**config.mk**
```make
export PLATFORM = sky130hd
export DESIGN_NAME = flash_byte_prog
export DESIGN_NICKNAME = d
export VERILOG_FILES = /design/src/rtl/fbp_pkg.sv /design/src/rtl/fbp_range_chk.sv /design/src/rtl/fbp_cmd_gen.sv /design/src/rtl/fbp_poll_hist.sv /design/src/rtl/flash_byte_prog.sv
export SDC_FILE = /design/constraint.sdc
export NUM_CORES = 1
export LEC_CHECK = 0
export BUFFER_PORTS_ARGS = -buffer_cell sky130_fd_sc_hd__buf_2
export CAP_MARGIN = 20
export CORE_ASPECT_RATIO = 1.5
export CORE_UTILIZATION = 55
export CTS_BUF_LIST = sky130_fd_sc_hd__clkbuf_4 sky130_fd_sc_hd__clkbuf_8 sky130_fd_sc_hd__clkbuf_16
export DETAILED_ROUTE_END_ITERATION = 16
export PLACE_DENSITY_LB_ADDON = 0.05
export REMOVE_ABC_BUFFERS = 1
export SYNTH_ARGS = -nofsm -noshare
export SYNTH_HDL_FRONTEND = slang
export SYNTH_SLANG_ARGS = --single-unit
```
**constraint.sdc**
```tcl
create_clock -name clk -period 4.55 [get_ports clk]
set_input_delay 0.91 -clock clk [delete_from_list [all_inputs] [get_ports clk]]
set_output_delay 0.91 -clock clk [all_outputs]
set_load 0.05 [all_outputs]
```
**src/rtl/fbp_pkg.sv**
```systemverilog
package fbp_pkg;
    typedef enum logic [2:0] {
        ST_IDLE,
        ST_CHECK,
        ST_FETCH,
        ST_PRE_REQ,
        ST_PRE_CAP,
        ST_UNLOCK,
        ST_POLL_REQ,
        ST_POLL_CAP
    } fbp_state_e;

    typedef enum logic [1:0] {
        FAULT_NONE   = 2'd0,
        FAULT_RANGE  = 2'd1,
        FAULT_VERIFY = 2'd2,
        FAULT_DEVICE = 2'd3
    } fbp_fault_e;

    localparam int unsigned UNLOCK_STEPS = 4;
    localparam int unsigned MIN_POLLS    = 3;
    localparam int unsigned HIST_ENTRIES = 4;
    localparam int unsigned KEY_ADDR_A   = 32'h555;
    localparam int unsigned KEY_ADDR_B   = 32'h2AA;
    localparam logic [7:0]  KEY_BYTE_A   = 8'hAA;
    localparam logic [7:0]  KEY_BYTE_B   = 8'h55;
    localparam logic [7:0]  PROG_BYTE    = 8'hA0;
    localparam int unsigned FAULT_BIT    = 5;
endpackage

```
**src/rtl/fbp_range_chk.sv**
```systemverilog
module fbp_range_chk #(
    parameter int unsigned AW = 11,
    parameter int unsigned LW = AW + 1
) (
    input  logic [AW-1:0] base_addr,
    input  logic [LW-1:0] length,
    output logic          overrun
);
    localparam int unsigned SW = ((AW > LW) ? AW : LW) + 2;
    localparam logic [SW-1:0] DEV_BYTES = SW'(1) << AW;

    logic [SW-1:0] end_excl;

    always_comb begin
        end_excl = SW'(base_addr) + SW'(length);
        overrun  = (end_excl > DEV_BYTES);
    end
endmodule

```
**src/rtl/fbp_cmd_gen.sv**
```systemverilog
module fbp_cmd_gen
    import fbp_pkg::*;
#(
    parameter int unsigned AW = 11
) (
    input  logic [1:0]    step,
    input  logic [AW-1:0] target,
    input  logic [7:0]    payload,
    output logic [AW-1:0] cmd_addr,
    output logic [7:0]    cmd_data
);
    always_comb begin
        unique case (step)
            2'd0: begin
                cmd_addr = AW'(KEY_ADDR_A);
                cmd_data = KEY_BYTE_A;
            end
            2'd1: begin
                cmd_addr = AW'(KEY_ADDR_B);
                cmd_data = KEY_BYTE_B;
            end
            2'd2: begin
                cmd_addr = AW'(KEY_ADDR_A);
                cmd_data = PROG_BYTE;
            end
            default: begin
                cmd_addr = target;
                cmd_data = payload;
            end
        endcase
    end
endmodule

```
**src/rtl/fbp_poll_hist.sv**
```systemverilog
module fbp_poll_hist #(
    parameter int unsigned ENTRIES = 4
) (
    input  logic       clk,
    input  logic       rst_n,
    input  logic       clear,
    input  logic       push,
    input  logic [7:0] sample,
    output logic [7:0] prev_q,
    output logic [7:0] back2_q
);
    localparam int unsigned IW = $clog2(ENTRIES);

    logic [IW-1:0]              wr_idx;
    logic [ENTRIES-1:0][7:0]    slots;

    always_ff @(posedge clk or negedge rst_n) begin
        if (!rst_n) begin
            wr_idx <= '0;
        end else if (clear) begin
            wr_idx <= '0;
        end else if (push) begin
            wr_idx <= wr_idx + IW'(1);
        end
    end

    for (genvar g = 0; g < ENTRIES; g++) begin : g_slot
        logic [7:0] entry_q;
        always_ff @(posedge clk or negedge rst_n) begin
            if (!rst_n) begin
                entry_q <= '0;
            end else if (push && (wr_idx == IW'(g))) begin
                entry_q <= sample;
            end
        end
        assign slots[g] = entry_q;
    end

    assign prev_q  = slots[wr_idx - IW'(1)];
    assign back2_q = slots[wr_idx - IW'(2)];
endmodule

```
**src/rtl/flash_byte_prog.sv**
```systemverilog
module flash_byte_prog
    import fbp_pkg::*;
#(
    parameter int unsigned AW        = 11,
    parameter int unsigned MAX_POLLS = 10000
) (
    input  logic            clk,
    input  logic            rst_n,
    input  logic            start,
    input  logic [AW-1:0]   start_addr,
    input  logic [AW:0]     xfer_len,
    input  logic            in_valid,
    input  logic [7:0]      in_data,
    output logic            in_ready,
    output logic [AW-1:0]   fl_addr,
    output logic [7:0]      fl_wdata,
    output logic            fl_we,
    output logic            fl_re,
    input  logic [7:0]      fl_rdata,
    output logic            busy,
    output logic            done,
    output logic            error,
    output logic [1:0]      err_code,
    output logic            warn
);
    localparam int unsigned LW  = AW + 1;
    localparam int unsigned PCW = $clog2(MAX_POLLS + 1);
    localparam logic [PCW-1:0] POLL_LIMIT = PCW'(MAX_POLLS);
    localparam logic [PCW-1:0] POLL_FLOOR = PCW'(MIN_POLLS);
    localparam logic [1:0]     LAST_STEP  = 2'(UNLOCK_STEPS - 1);

    fbp_state_e state_q, state_nx;

    logic [AW-1:0]  addr_q;
    logic [LW-1:0]  remain_q;
    logic [7:0]     data_q;
    logic [1:0]     step_q;
    logic [PCW-1:0] poll_q;
    logic           done_q, error_q, warn_q;
    fbp_fault_e     code_q;

    logic           overrun;
    logic [AW-1:0]  cmd_addr;
    logic [7:0]     cmd_data;
    logic [7:0]     hist_prev, hist_back2;
    logic [PCW-1:0] poll_next;
    logic           poll_stop, verify_ok, last_byte, pre_match, raise_warn;

    fbp_range_chk #(.AW(AW), .LW(LW)) u_range (
        .base_addr (addr_q),
        .length    (remain_q),
        .overrun   (overrun)
    );

    fbp_cmd_gen #(.AW(AW)) u_cmd (
        .step     (step_q),
        .target   (addr_q),
        .payload  (data_q),
        .cmd_addr (cmd_addr),
        .cmd_data (cmd_data)
    );

    fbp_poll_hist #(.ENTRIES(HIST_ENTRIES)) u_hist (
        .clk     (clk),
        .rst_n   (rst_n),
        .clear   (state_q == ST_UNLOCK),
        .push    (state_q == ST_POLL_CAP),
        .sample  (fl_rdata),
        .prev_q  (hist_prev),
        .back2_q (hist_back2)
    );

    // Decisions taken on the byte returned by the flash this cycle.
    always_comb begin
        poll_next  = poll_q + PCW'(1);
        poll_stop  = ((poll_next >= POLL_FLOOR) && (fl_rdata == hist_prev)) ||
                     (poll_next >= POLL_LIMIT);
        verify_ok  = (fl_rdata == data_q);
        pre_match  = (fl_rdata == data_q);
        raise_warn = ((~fl_rdata & data_q) != 8'h00);
        last_byte  = (remain_q == LW'(1));
    end

    // State register.
    always_ff @(posedge clk or negedge rst_n) begin
        if (!rst_n) state_q <= ST_IDLE;
        else        state_q <= state_nx;
    end

    // Next-state logic.
    always_comb begin
        state_nx = state_q;
        unique case (state_q)
            ST_IDLE:     if (start) state_nx = ST_CHECK;
            ST_CHECK: begin
                if (overrun || (remain_q == '0)) state_nx = ST_IDLE;
                else                             state_nx = ST_FETCH;
            end
            ST_FETCH:    if (in_valid) state_nx = ST_PRE_REQ;
            ST_PRE_REQ:  state_nx = ST_PRE_CAP;
            ST_PRE_CAP: begin
                if (!pre_match)     state_nx = ST_UNLOCK;
                else if (last_byte) state_nx = ST_IDLE;
                else                state_nx = ST_FETCH;
            end
            ST_UNLOCK:   if (step_q == LAST_STEP) state_nx = ST_POLL_REQ;
            ST_POLL_REQ: state_nx = ST_POLL_CAP;
            ST_POLL_CAP: begin
                if (!poll_stop)                   state_nx = ST_POLL_REQ;
                else if (!verify_ok || last_byte) state_nx = ST_IDLE;
                else                              state_nx = ST_FETCH;
            end
            default:     state_nx = ST_IDLE;
        endcase
    end

    // Datapath and sticky result registers.
    always_ff @(posedge clk or negedge rst_n) begin
        if (!rst_n) begin
            addr_q   <= '0;
            remain_q <= '0;
            data_q   <= '0;
            step_q   <= '0;
            poll_q   <= '0;
            done_q   <= 1'b0;
            error_q  <= 1'b0;
            warn_q   <= 1'b0;
            code_q   <= FAULT_NONE;
        end else begin
            unique case (state_q)
                ST_IDLE: begin
                    if (start) begin
                        addr_q   <= start_addr;
                        remain_q <= xfer_len;
                        done_q   <= 1'b0;
                        error_q  <= 1'b0;
                        warn_q   <= 1'b0;
                        code_q   <= FAULT_NONE;
                    end
                end
                ST_CHECK: begin
                    if (overrun) begin
                        error_q <= 1'b1;
                        code_q  <= FAULT_RANGE;
                        done_q  <= 1'b1;
                    end else if (remain_q == '0) begin
                        done_q  <= 1'b1;
                    end
                end
                ST_FETCH: begin
                    if (in_valid) data_q <= in_data;
                end
                ST_PRE_CAP: begin
                    step_q <= '0;
                    if (pre_match) begin
                        addr_q   <= addr_q + AW'(1);
                        remain_q <= remain_q - LW'(1);
                        if (last_byte) done_q <= 1'b1;
                    end else if (raise_warn) begin
                        warn_q <= 1'b1;
                    end
                end
                ST_UNLOCK: begin
                    step_q <= step_q + 2'd1;
                    poll_q <= '0;
                end
                ST_POLL_CAP: begin
                    poll_q <= poll_next;
                    if (poll_stop) begin
                        if (!verify_ok) begin
                            error_q <= 1'b1;
                            done_q  <= 1'b1;
                            code_q  <= hist_back2[FAULT_BIT] ? FAULT_DEVICE : FAULT_VERIFY;
                        end else begin
                            addr_q   <= addr_q + AW'(1);
                            remain_q <= remain_q - LW'(1);
                            if (last_byte) done_q <= 1'b1;
                        end
                    end
                end
                default: ;
            endcase
        end
    end

    // Outputs decoded from the state.
    always_comb begin
        in_ready = 1'b0;
        fl_we    = 1'b0;
        fl_re    = 1'b0;
        fl_addr  = addr_q;
        fl_wdata = 8'h00;
        busy     = (state_q != ST_IDLE);
        unique case (state_q)
            ST_FETCH:    in_ready = 1'b1;
            ST_PRE_REQ:  fl_re    = 1'b1;
            ST_POLL_REQ: fl_re    = 1'b1;
            ST_UNLOCK: begin
                fl_we    = 1'b1;
                fl_addr  = cmd_addr;
                fl_wdata = cmd_data;
            end
            default: ;
        endcase
        done     = done_q;
        error    = error_q;
        err_code = code_q;
        warn     = warn_q;
    end
endmodule

```
==> impl_metrics.env, run 1 <==
export IMPL_num_rows=46
export IMPL_p_sw_w=0.00269
export IMPL_clockBufferDepth=2
export IMPL_core_um2=10600
export IMPL_synth_avg_cell_area_um2=8.64
export IMPL_via_per_inst=6.15
export IMPL_r2r_start="poll_q[0]"
export IMPL_dr_first_iter_drc_count=217
export IMPL_grt_max_degree=61
export IMPL_rsz0062_at_grt="no"
export IMPL_fin_nets=820
export IMPL_ys_async_sr_fraction=1.00
export IMPL_start_kind="flop"
export IMPL_yosysTopAreaCellShare=0.373
export IMPL_syn_inst=692
export IMPL_drt_total_wl_um=15900
export IMPL_placed_cell_area_um2=6390
export IMPL_antenna_found_initial=0
export IMPL_dp_hpwl_um=11700
export IMPL_cts_buffers=9
export IMPL_rr_endpoint="err_code[1]"
export IMPL_clk_pin_slew_ns=0.07
export IMPL_synth_common_cells="nand2_1 (96), dfrtp_1 (89), o21ai_0 (79)"
export IMPL_tightest_slew_ns=0.899
export IMPL_total_power_w=0.00545
export IMPL_first_pass_iters=5
export IMPL_cts_hold_buf=0
export IMPL_pwr_share_seq=0.283
export IMPL_grt_pass1_wl_um=26000
export IMPL_n_antenna_cell=0
export IMPL_yosys_area_top_type="dfrtp_1"
export IMPL_cp_data_required_time_ns=3.64
export IMPL_fin_cells=892
export IMPL_status="completed"
export IMPL_timing_worst_setup_path_type="reg -> out"
export IMPL_synth_seq_cells=89
export IMPL_ys_top_cells_by_area="dfrtp_1 (37%), ha_1 (6.9%), o21ai_0 (6.6%), nand2_1 (6.0%), mux4_2 (3.4%)"
export IMPL_port_buffer_count=70
export IMPL_clkPwrFrac=0.148
export IMPL_drcViolationCount=0
export IMPL_power_density_nw_per_um2=811
export IMPL_power_frac_comb=0.569
export IMPL_die_width_um=87.1
export IMPL_cts_root_buf="clkbuf_16"
export IMPL_cts_repair_resized=0
export IMPL_r2r_slack_ns=1.08
export IMPL_hold_worst_slack_ns=0.482
export IMPL_yosysSeqAreaShare=0.373
export IMPL_maxCapViolations=0
export IMPL_die_area_um2=11300
export IMPL_numClockSinks=89
export IMPL_hold_viol_final=0
export IMPL_slew_violations=0
export IMPL_synth_top_family_by_area="simple AND/OR/NAND/NOR gates"
export IMPL_area_delta_synth_final_pct=12.5
export IMPL_sw_frac_of_total=0.493
export IMPL_setup_worst_path_end="fl_addr[10]"
export IMPL_synth_distinct_cells=58
export IMPL_synth_area_um2=5980
export IMPL_fin_area_um2=6720
export IMPL_yosysMostFrequentCell="nand2_1"
export IMPL_synth_compound_area_frac=0.206
export IMPL_fin_crit_sh=0.790
export IMPL_critPathCaptureType="output pin"
export IMPL_drive_above_1_share=0.168
export IMPL_yosys_area_share_adder=0.0724
export IMPL_gp_congestion=0.893
export IMPL_synthSimpleGateAreaFrac=0.213
export IMPL_fillers=967
export IMPL_ir_drop_mv=0.774
export IMPL_vias=5486
export IMPL_synth_xor_area_frac=0.0249
export IMPL_power_leakage_nw=3.05
export IMPL_antenna_left=0
export IMPL_worstPathArrival_ns=2.68
export IMPL_p_int_w=0.00277
export IMPL_gr_total_overflow=0
export IMPL_dp_cells=876
export IMPL_drt_wirelength_per_cell_um=17.9
export IMPL_hold_path_class="reg -> reg"
export IMPL_critical_path_startpoint="state_q[1]"
export IMPL_cts_setup_buffers=0
export IMPL_finClkSkew_ns=0.00946
export IMPL_fmax_ghz=0.278
export IMPL_synth_ff_type="dfrtp_1"
export IMPL_reg2reg_depth=9
export IMPL_track_usage=0.300
export IMPL_cts_tree="done"
export IMPL_pin_count=71
export IMPL_die_y_um=130
export IMPL_first_global_vias=5316
export IMPL_fin_setup_tns_ns=0
export IMPL_hold_depth=2
export IMPL_finalSetupViolCount=0
export IMPL_insertion_delay_ns=0.34
export IMPL_synthMuxAreaShare=0.0643
export IMPL_ctsHtreeMaxLevel=3
export IMPL_critical_path_peak_fanout=15
export IMPL_final_min_clock_period_ns=3.59
export IMPL_floorplan_initialDensity=0.564
export IMPL_synth_edff_count=0
export IMPL_slew_headroom=0.401
export IMPL_ys_warnings_count=0
==> layout by cell type (no fill, tap or decap), drive strengths merged, types with 6 or more instances in the layout <==
master | netlist | layout
or2 | 6 | 6
nand3 | 25 | 25
nor2 | 47 | 47
nor4 | 9 | 9
nand4 | 13 | 13
inv | 30 | 31
mux2i | 8 | 8
a21oi | 33 | 33
xnor2 | 15 | 15
mux4 | 9 | 9
clkbuf | 26 | 12
ha | 33 | 33
buf | 11 | 77
o21a | 9 | 9
a2bb2oi | 14 | 14
dfrtp | 89 | 89
mux2 | 9 | 9
o22ai | 7 | 7
nor3 | 27 | 27
o21ai | 81 | 81
o31ai | 11 | 11
nand2 | 96 | 96
and3 | 11 | 11
==> cell type report <==
cell class,instances,area (µm²),area share
clock buffer,12,267,0.0397
clock inverter,4,58.8,0.00875
inverter,30,113,0.0168
multi-input combinational,536,3470,0.516
sequential,89,2230,0.331
tap,144,180,0.0268
timing repair buffer,77,405,0.0603
==> power groups by stage <==
stage / Sequential (W) / Clock, W / Combinational [W]
3_5_place_dp: 0.00155 / 0 / 0.00306
4_1_cts: 0.00154 / 0.000815 / 0.00308
5_1_grt: 0.00159 / 0.000848 / 0.00340
6_report: 0.00154 / 0.000807 / 0.00310
3_3_place_gp: 0.00154 / 0 / 0.00297
2_1_floorplan: 0.00146 / 0 / 0.00232
==> critical path, stage by stage (launching register included) <==
cell and delay (ns):
dfrtp_1 0.58, inv_1 0.41, nand3_1 0.13, buf_4 0.22, nor2_1 0.38, nand2_1 0.25, o21a_1 0.17, buf_2 0.21
==> routing by layer <==
layer / global-route usage / up-vias / wire, µm
li1: - / 2627 / -
met1: 0.345 / 2655 / 6230
met2: 0.532 / 162 / 8310
met3: 0.0433 / 42 / 684
met4: 0.168 / 0 / 723
met5: 0 / - / 0
==> kinds of logic after synthesis <==
family          count (synthesis)
simple gates                  264
compound gates                195
flops                          89
buf+inv                        67
fa+ha+maj                      34
mux                            26
xor+xnor                       17
==> worst min path at each step <==
stage	startpoint	endpoint	slack, ns
after floorplan	u_hist.g_slot[1].entry_q[0]	u_hist.g_slot[1].entry_q[0]	0.44
after global placement	u_hist.g_slot[0].entry_q[6]	u_hist.g_slot[0].entry_q[6]	0.46
after detailed placement	u_hist.g_slot[2].entry_q[2]	u_hist.g_slot[2].entry_q[2]	0.47
after CTS	u_hist.g_slot[2].entry_q[2]	u_hist.g_slot[2].entry_q[2]	0.49
after global routing	u_hist.g_slot[2].entry_q[2]	u_hist.g_slot[2].entry_q[2]	0.51
final	u_hist.g_slot[2].entry_q[2]	u_hist.g_slot[2].entry_q[2]	0.48
==> registers in the layout (all words and copies together) (netlist names) <==
signal                 count
remain_q                  12
u_hist.wr_idx              2
u_hist.g_slot.entry_q     32
step_q                     2
addr_q                    11
data_q                     8
err_code                   2
done                       1
poll_q                    14
warn                       1
error                      1
state_q                    3
==> through the flow <==
step	setup slack [ns]	utilization
2_1_floorplan	1.25	-
3_3_place_gp	1.15	0.604
3_5_place_dp	1.11	0.604
4_1_cts	0.975	0.635
5_1_grt	0.708	0.635
6_report	0.958	0.635
Power figures use the tool's default switching activity.
==> run 2, diff against run 1 <==
--- a/config.mk
+++ b/config.mk
@@ -8,7 +8,7 @@
 export BUFFER_PORTS_ARGS = -buffer_cell sky130_fd_sc_hd__buf_2
 export CAP_MARGIN = 20
 export CORE_ASPECT_RATIO = 1.5
-export CORE_UTILIZATION = 55
+export CORE_UTILIZATION = 54
 export CTS_BUF_LIST = sky130_fd_sc_hd__clkbuf_4 sky130_fd_sc_hd__clkbuf_8 sky130_fd_sc_hd__clkbuf_16
 export DETAILED_ROUTE_END_ITERATION = 16
 export PLACE_DENSITY_LB_ADDON = 0.05
==> constraint.sdc (replaced) <==
create_clock -name clk -period 3 [get_ports clk]
set_input_delay 0.6 -clock clk [delete_from_list [all_inputs] [get_ports clk]]
set_output_delay 0.6 -clock clk [all_outputs]
set_load 0.05 [all_outputs]
==> impl_metrics.env, run 2 (synthesized netlist as in run 1, its figures left out) <==
export IMPL_rsz0062_at_grt="yes"
export IMPL_r2r_slack_ns=0.06
export IMPL_maxCapViolations=0
export IMPL_antenna_left=0
export IMPL_gp_congestion=0.954
export IMPL_n_antenna_cell=0
export IMPL_first_global_vias=5634
export IMPL_pre_cts_slack_ns=0.0808
export IMPL_via_per_inst=6.07
export IMPL_drcViolationCount=0
export IMPL_cts_tree="done"
export IMPL_drt_wirelength_per_cell_um=18.2
export IMPL_core_um2=10600
export IMPL_die_y_um=131
export IMPL_first_pass_iters=5
export IMPL_track_usage=0.310
export IMPL_ir_drop_mv=1.12
export IMPL_path_cells="or3b_1, or4b_1, a31oi_2, nor2_1, a221o_1, o22ai_4, buf_12, nor2_4, buf_12, a22o_1"
export IMPL_fin_crit_sh=0.981
export IMPL_ctsHtreeMaxLevel=3
export IMPL_gr_total_overflow=0
export IMPL_start_kind="flop"
export IMPL_critical_path_peak_fanout=12
export IMPL_clockBufferDepth=2
export IMPL_cts_hold_buf=0
export IMPL_num_rows=46
export IMPL_worstPathArrival_ns=3.19
export IMPL_drt_total_wl_um=16900
export IMPL_cts_buffers=9
export IMPL_slew_violations=0
export IMPL_hold_viol_final=0
export IMPL_final_cell_mix="nand2_1 (96), dfrtp_1 (88), o21ai_0 (78)"
export IMPL_dp_hpwl_um=12500
export IMPL_pin_count=71
export IMPL_vias=5643
export IMPL_crit_top_cell="buf_12"
export IMPL_power_leakage_nw=3.26
export IMPL_hold_path_class="in -> async"
export IMPL_drive_above_1_share=0.220
export IMPL_final_common_cell="nand2_1"
export IMPL_cp_slowest_cell="or4b_1"
export IMPL_timing_worst_setup_path_type="reg -> reg"
export IMPL_slew_headroom=0.455
export IMPL_slowest_delay_ns=0.48
export IMPL_finalSetupViolCount=0
export IMPL_final_core_util=0.669
export IMPL_numClockSinks=89
export IMPL_area_delta_synth_final_pct=19.3
export IMPL_finClkSkew_ns=0.00767
export IMPL_die_area_um2=11500
export IMPL_status="completed"
export IMPL_final_setup_worst_slack_ns=0.0557
export IMPL_grt_max_degree=55
export IMPL_clk_pin_slew_ns=0.08
export IMPL_antenna_found_initial=0
export IMPL_floorplan_initialDensity=0.561
export IMPL_insertion_delay_ns=0.35
export IMPL_tightest_slew_ns=0.818
export IMPL_cts_root_buf="clkbuf_16"
export IMPL_cts_setup_buffers=0
export IMPL_dr_first_iter_drc_count=379
export IMPL_top_register="u_hist.g_slot.entry_q"
export IMPL_die_width_um=87.9
export IMPL_largest_registers="u_hist.g_slot.entry_q (32), poll_q (14), remain_q (12)"
export IMPL_final_min_clock_period_ns=2.94
export IMPL_critPathCaptureType="flop"
export IMPL_fin_nets=857
export IMPL_fmax_ghz=0.340
export IMPL_grt_pass1_wl_um=27200
export IMPL_port_buffer_count=70
export IMPL_cp_data_required_time_ns=3.25
export IMPL_largest_reg_flops=32
export IMPL_power_density_nw_per_um2=1240
## run 2: final cells by class
cell class | instances | area, µm²
clock buffer | 9 | 225
clock inverter | 7 | 100
fill | 945 | 3520
inverter | 30 | 113
multi-input combinational | 536 | 3530
sequential | 89 | 2230
tap | 144 | 180
timing repair buffer | 114 | 751
## run 2: stage by stage
stage	TNS [ns]	cells	power, W	hold slack (ns)	instance area (µm²)
finish	0	929	0.00885	0.292	7130
global route	-0.122	929	0.00948	0.362	7130
CTS	0	928	0.00871	0.324	7040
detailed placement	0	912	0.00746	0.468	6720
global placement	0	912	0.00733	0.457	6720
floorplan	-0.269	655	0.00574	0.304	5810
## run 2: final timing paths
kind / from / to / cells past startpoint
setup reg to reg: poll_q[7] / remain_q[7] / 10
setup / recovery: poll_q[7] / remain_q[7] / 10
max in group asynchronous: rst_n / poll_q[0] / 2
hold / removal: rst_n / u_hist.g_slot[2].entry_q[4] / 1
hold reg to reg: u_hist.g_slot[1].entry_q[1] / u_hist.g_slot[1].entry_q[1] / 2
min in group clk: in_data[5] / data_q[5] / 3
## run 2: critical path: cells and delay by family (launching register included)
| family | cells | cell delay [ns] |
|---|---|---|
| buffers and inverters | 2 | 0.33 |
| flip-flops | 1 | 0.38 |
| AND/OR/NAND/NOR | 4 | 0.97 |
| AO/OA/AOI/OAI | 4 | 1.14 |
## run 2: power by group
group	switching [W]	internal (W)
logic	0.00324	0.00217
clock network	0.000552	0.000672
registers	0.000512	0.00170
total	0.00430	0.00455
## run 2: layer usage
layer | track usage | share of wire | vias to the layer above
met4 | 0.170 | 0.046 | 0
met2 | 0.563 | 0.53 | 179
met1 | 0.343 | 0.38 | 2716
met5 | 0 | 0 | -
met3 | 0.0471 | 0.043 | 52
li1 | - | - | 2696
## run 2: timing repair
action / in CTS / in global routing
gates resized for setup: 0 / 13
setup endpoints to repair: 0 / 19
endpoints found under the hold margin: 0 / 0
==> run 3, diff against run 2 <==
--- a/config.mk
+++ b/config.mk
@@ -8,8 +8,8 @@
 export BUFFER_PORTS_ARGS = -buffer_cell sky130_fd_sc_hd__buf_2
 export CAP_MARGIN = 20
 export CORE_ASPECT_RATIO = 1.5
-export CORE_UTILIZATION = 54
-export CTS_BUF_LIST = sky130_fd_sc_hd__clkbuf_4 sky130_fd_sc_hd__clkbuf_8 sky130_fd_sc_hd__clkbuf_16
+export CORE_UTILIZATION = 55
+export CTS_BUF_LIST = sky130_fd_sc_hd__clkbuf_8
 export DETAILED_ROUTE_END_ITERATION = 16
 export PLACE_DENSITY_LB_ADDON = 0.05
 export REMOVE_ABC_BUFFERS = 1
==> impl_metrics.env, run 3 (synthesized netlist as in run 1, its figures left out) <==
export IMPL_status="completed"
export IMPL_dp_hpwl_um=12400
export IMPL_top_layer="met4"
export IMPL_drt_wirelength_per_cell_um=17.7
export IMPL_cts_hold_buf=0
export IMPL_crit_buf_inv=0
export IMPL_start_kind="flop"
export IMPL_cts_buffers=9
export IMPL_dp_cells=911
export IMPL_pwr_share_seq=0.253
export IMPL_vias=5579
export IMPL_num_rows=46
export IMPL_fin_nets=861
export IMPL_drive_above_1_share=0.222
export IMPL_cpLargestDelayFamily="simple AND/OR/NAND/NOR gates"
export IMPL_fin_area_um2=7020
export IMPL_r2r_start="addr_q[0]"
export IMPL_fin_crit_sh=0.962
export IMPL_first_pass_iters=5
export IMPL_p_int_w=0.00427
export IMPL_insertion_delay_ns=0.38
export IMPL_path_cells="ha_4, fa_2, a21oi_4, nor4_1, nor4b_1, nor4b_2, nand4_1, o21ai_1, a211o_2, mux2_2"
export IMPL_pin_count=71
export IMPL_ctsHtreeMaxLevel=3
export IMPL_via_per_inst=5.98
export IMPL_hold_path_class="in -> async"
export IMPL_final_common_cell="nand2_1"
export IMPL_numClockSinks=89
export IMPL_fmax_ghz=0.346
export IMPL_fin_cells=933
export IMPL_slew_violations=0
export IMPL_slowest_delay_ns=0.45
export IMPL_wl_met3_um=658
export IMPL_track_usage=0.304
export IMPL_core_um2=10600
export IMPL_largest_reg_flops=32
export IMPL_wl_met2_um=8750
export IMPL_m1WireLength_um=6270
export IMPL_antenna_left=0
export IMPL_drt_total_wl_um=16500
export IMPL_hold_worst_slack_ns=0.204
export IMPL_sw_frac_of_total=0.499
export IMPL_cp_data_required_time_ns=3.26
export IMPL_clkPwrFrac=0.107
export IMPL_rsz0062_at_grt="yes"
export IMPL_clk_pin_slew_ns=0.10
export IMPL_clockBufferDepth=2
export IMPL_cts_tree="done"
export IMPL_grt_max_degree=47
export IMPL_worstPathArrival_ns=3.15
export IMPL_antenna_found_initial=0
export IMPL_slew_headroom=0.325
export IMPL_pre_cts_slack_ns=-0.0724
export IMPL_dr_first_iter_drc_count=208
export IMPL_port_buffer_count=70
export IMPL_die_y_um=130
export IMPL_cp_num_cells=10
export IMPL_tightest_slew_ns=1.01
export IMPL_gr_total_overflow=0
export IMPL_ir_drop_mv=0.907
export IMPL_floorplan_initialDensity=0.564
export IMPL_drcViolationCount=0
export IMPL_top_register="u_hist.g_slot.entry_q"
export IMPL_finalSetupViolCount=0
export IMPL_p_sw_w=0.00424
export IMPL_largest_registers="u_hist.g_slot.entry_q (32), poll_q (14), remain_q (12)"
export IMPL_n_antenna_cell=0
export IMPL_area_delta_synth_final_pct=17.5
export IMPL_power_density_nw_per_um2=1210
export IMPL_r2r_slack_ns=0.11
export IMPL_die_width_um=87.1
export IMPL_final_min_clock_period_ns=2.89
export IMPL_die_area_um2=11300
export IMPL_gp_congestion=0.903
export IMPL_cp_slowest_cell="dfrtp_1"
export IMPL_final_core_util=0.663
export IMPL_final_setup_worst_slack_ns=0.114
export IMPL_grt_pass1_wl_um=26400
export IMPL_power_leakage_nw=3.22
export IMPL_critical_path_peak_fanout=3
export IMPL_placed_cell_area_um2=6700
export IMPL_power_frac_comb=0.640
export IMPL_fillers=971
export IMPL_cts_root_buf="clkbuf_8"
export IMPL_timing_worst_setup_path_type="reg -> reg"
export IMPL_critPathCaptureType="flop"
export IMPL_final_cell_mix="nand2_1 (96), dfrtp_1 (89), o21ai_0 (78)"
export IMPL_reg2reg_depth=10
export IMPL_hold_viol_final=0
export IMPL_maxCapViolations=0
export IMPL_finClkSkew_ns=0.0149
export IMPL_critical_path_startpoint="addr_q[0]"
export IMPL_first_global_vias=5546
[run 3: cell types whose count changed in the layout (fill, tap and decap cells not counted), sizes merged]
cell    delta
buf        +5
clkbuf     -1
clkinv     -1
inv        +1
[run 3: final timing paths]
check / endpoint
max: err_code[1]
min: u_hist.g_slot[3].entry_q[4]
max reg2reg: err_code[1]
min reg2reg: u_hist.g_slot[3].entry_q[7]
max in group asynchronous: remain_q[1]
min in group clk: data_q[0]
[run 3: routing by layer]
metal  track usage  vias to the layer above
met5             0                        -
met4         0.184                        0
met3        0.0490                       42
li1              -                     2697
met1         0.325                     2677
met2         0.553                      163
[run 3: per-stage QoR]
stage          setup TNS [ns]  power (W)
2_1_floorplan          -0.269    0.00574
3_3_place_gp                0    0.00726
3_5_place_dp           -0.135    0.00739
4_1_cts                     0    0.00835
5_1_grt               -0.0166    0.00911
6_report                    0    0.00851
[run 3: power groups by stage]
stage / logic (W) / clock network, W / registers (W)
global route: 0.00593 / 0.000963 / 0.00222
floorplan: 0.00352 / 0 / 0.00222
detailed placement: 0.00521 / 0 / 0.00217
CTS: 0.00528 / 0.000923 / 0.00215
finish: 0.00544 / 0.000910 / 0.00216
global placement: 0.00512 / 0 / 0.00214
[run 3: worst register-to-register path, delay by kind of cell (launching register included)]
kind | cells | cell delay [ns]
adders and majority gates | 2 | 0.60
muxes | 1 | 0.34
DFF | 1 | 0.45
and+or+nand+nor | 4 | 0.86
AOI/OAI and AO/OA | 3 | 0.53
[run 3: area by class of cell]
class                      count  area, µm²  area share
multi-input combinational    536       3530       0.503
clock inverter                 7       88.8      0.0126
sequential                    89       2230       0.317
clock buffer                   9        124      0.0176
inverter                      30        113      0.0160
timing repair buffer         118        758       0.108
tap                          144        180      0.0257
[run 3: repair_timing]
| action | CTS | global route |
|---|---|---|
| pin swaps | 0 | 9 |
| resized for setup | 3 | 12 |
| setup endpoints to repair | 3 | 19 |
| setup buffers | 0 | 6 |
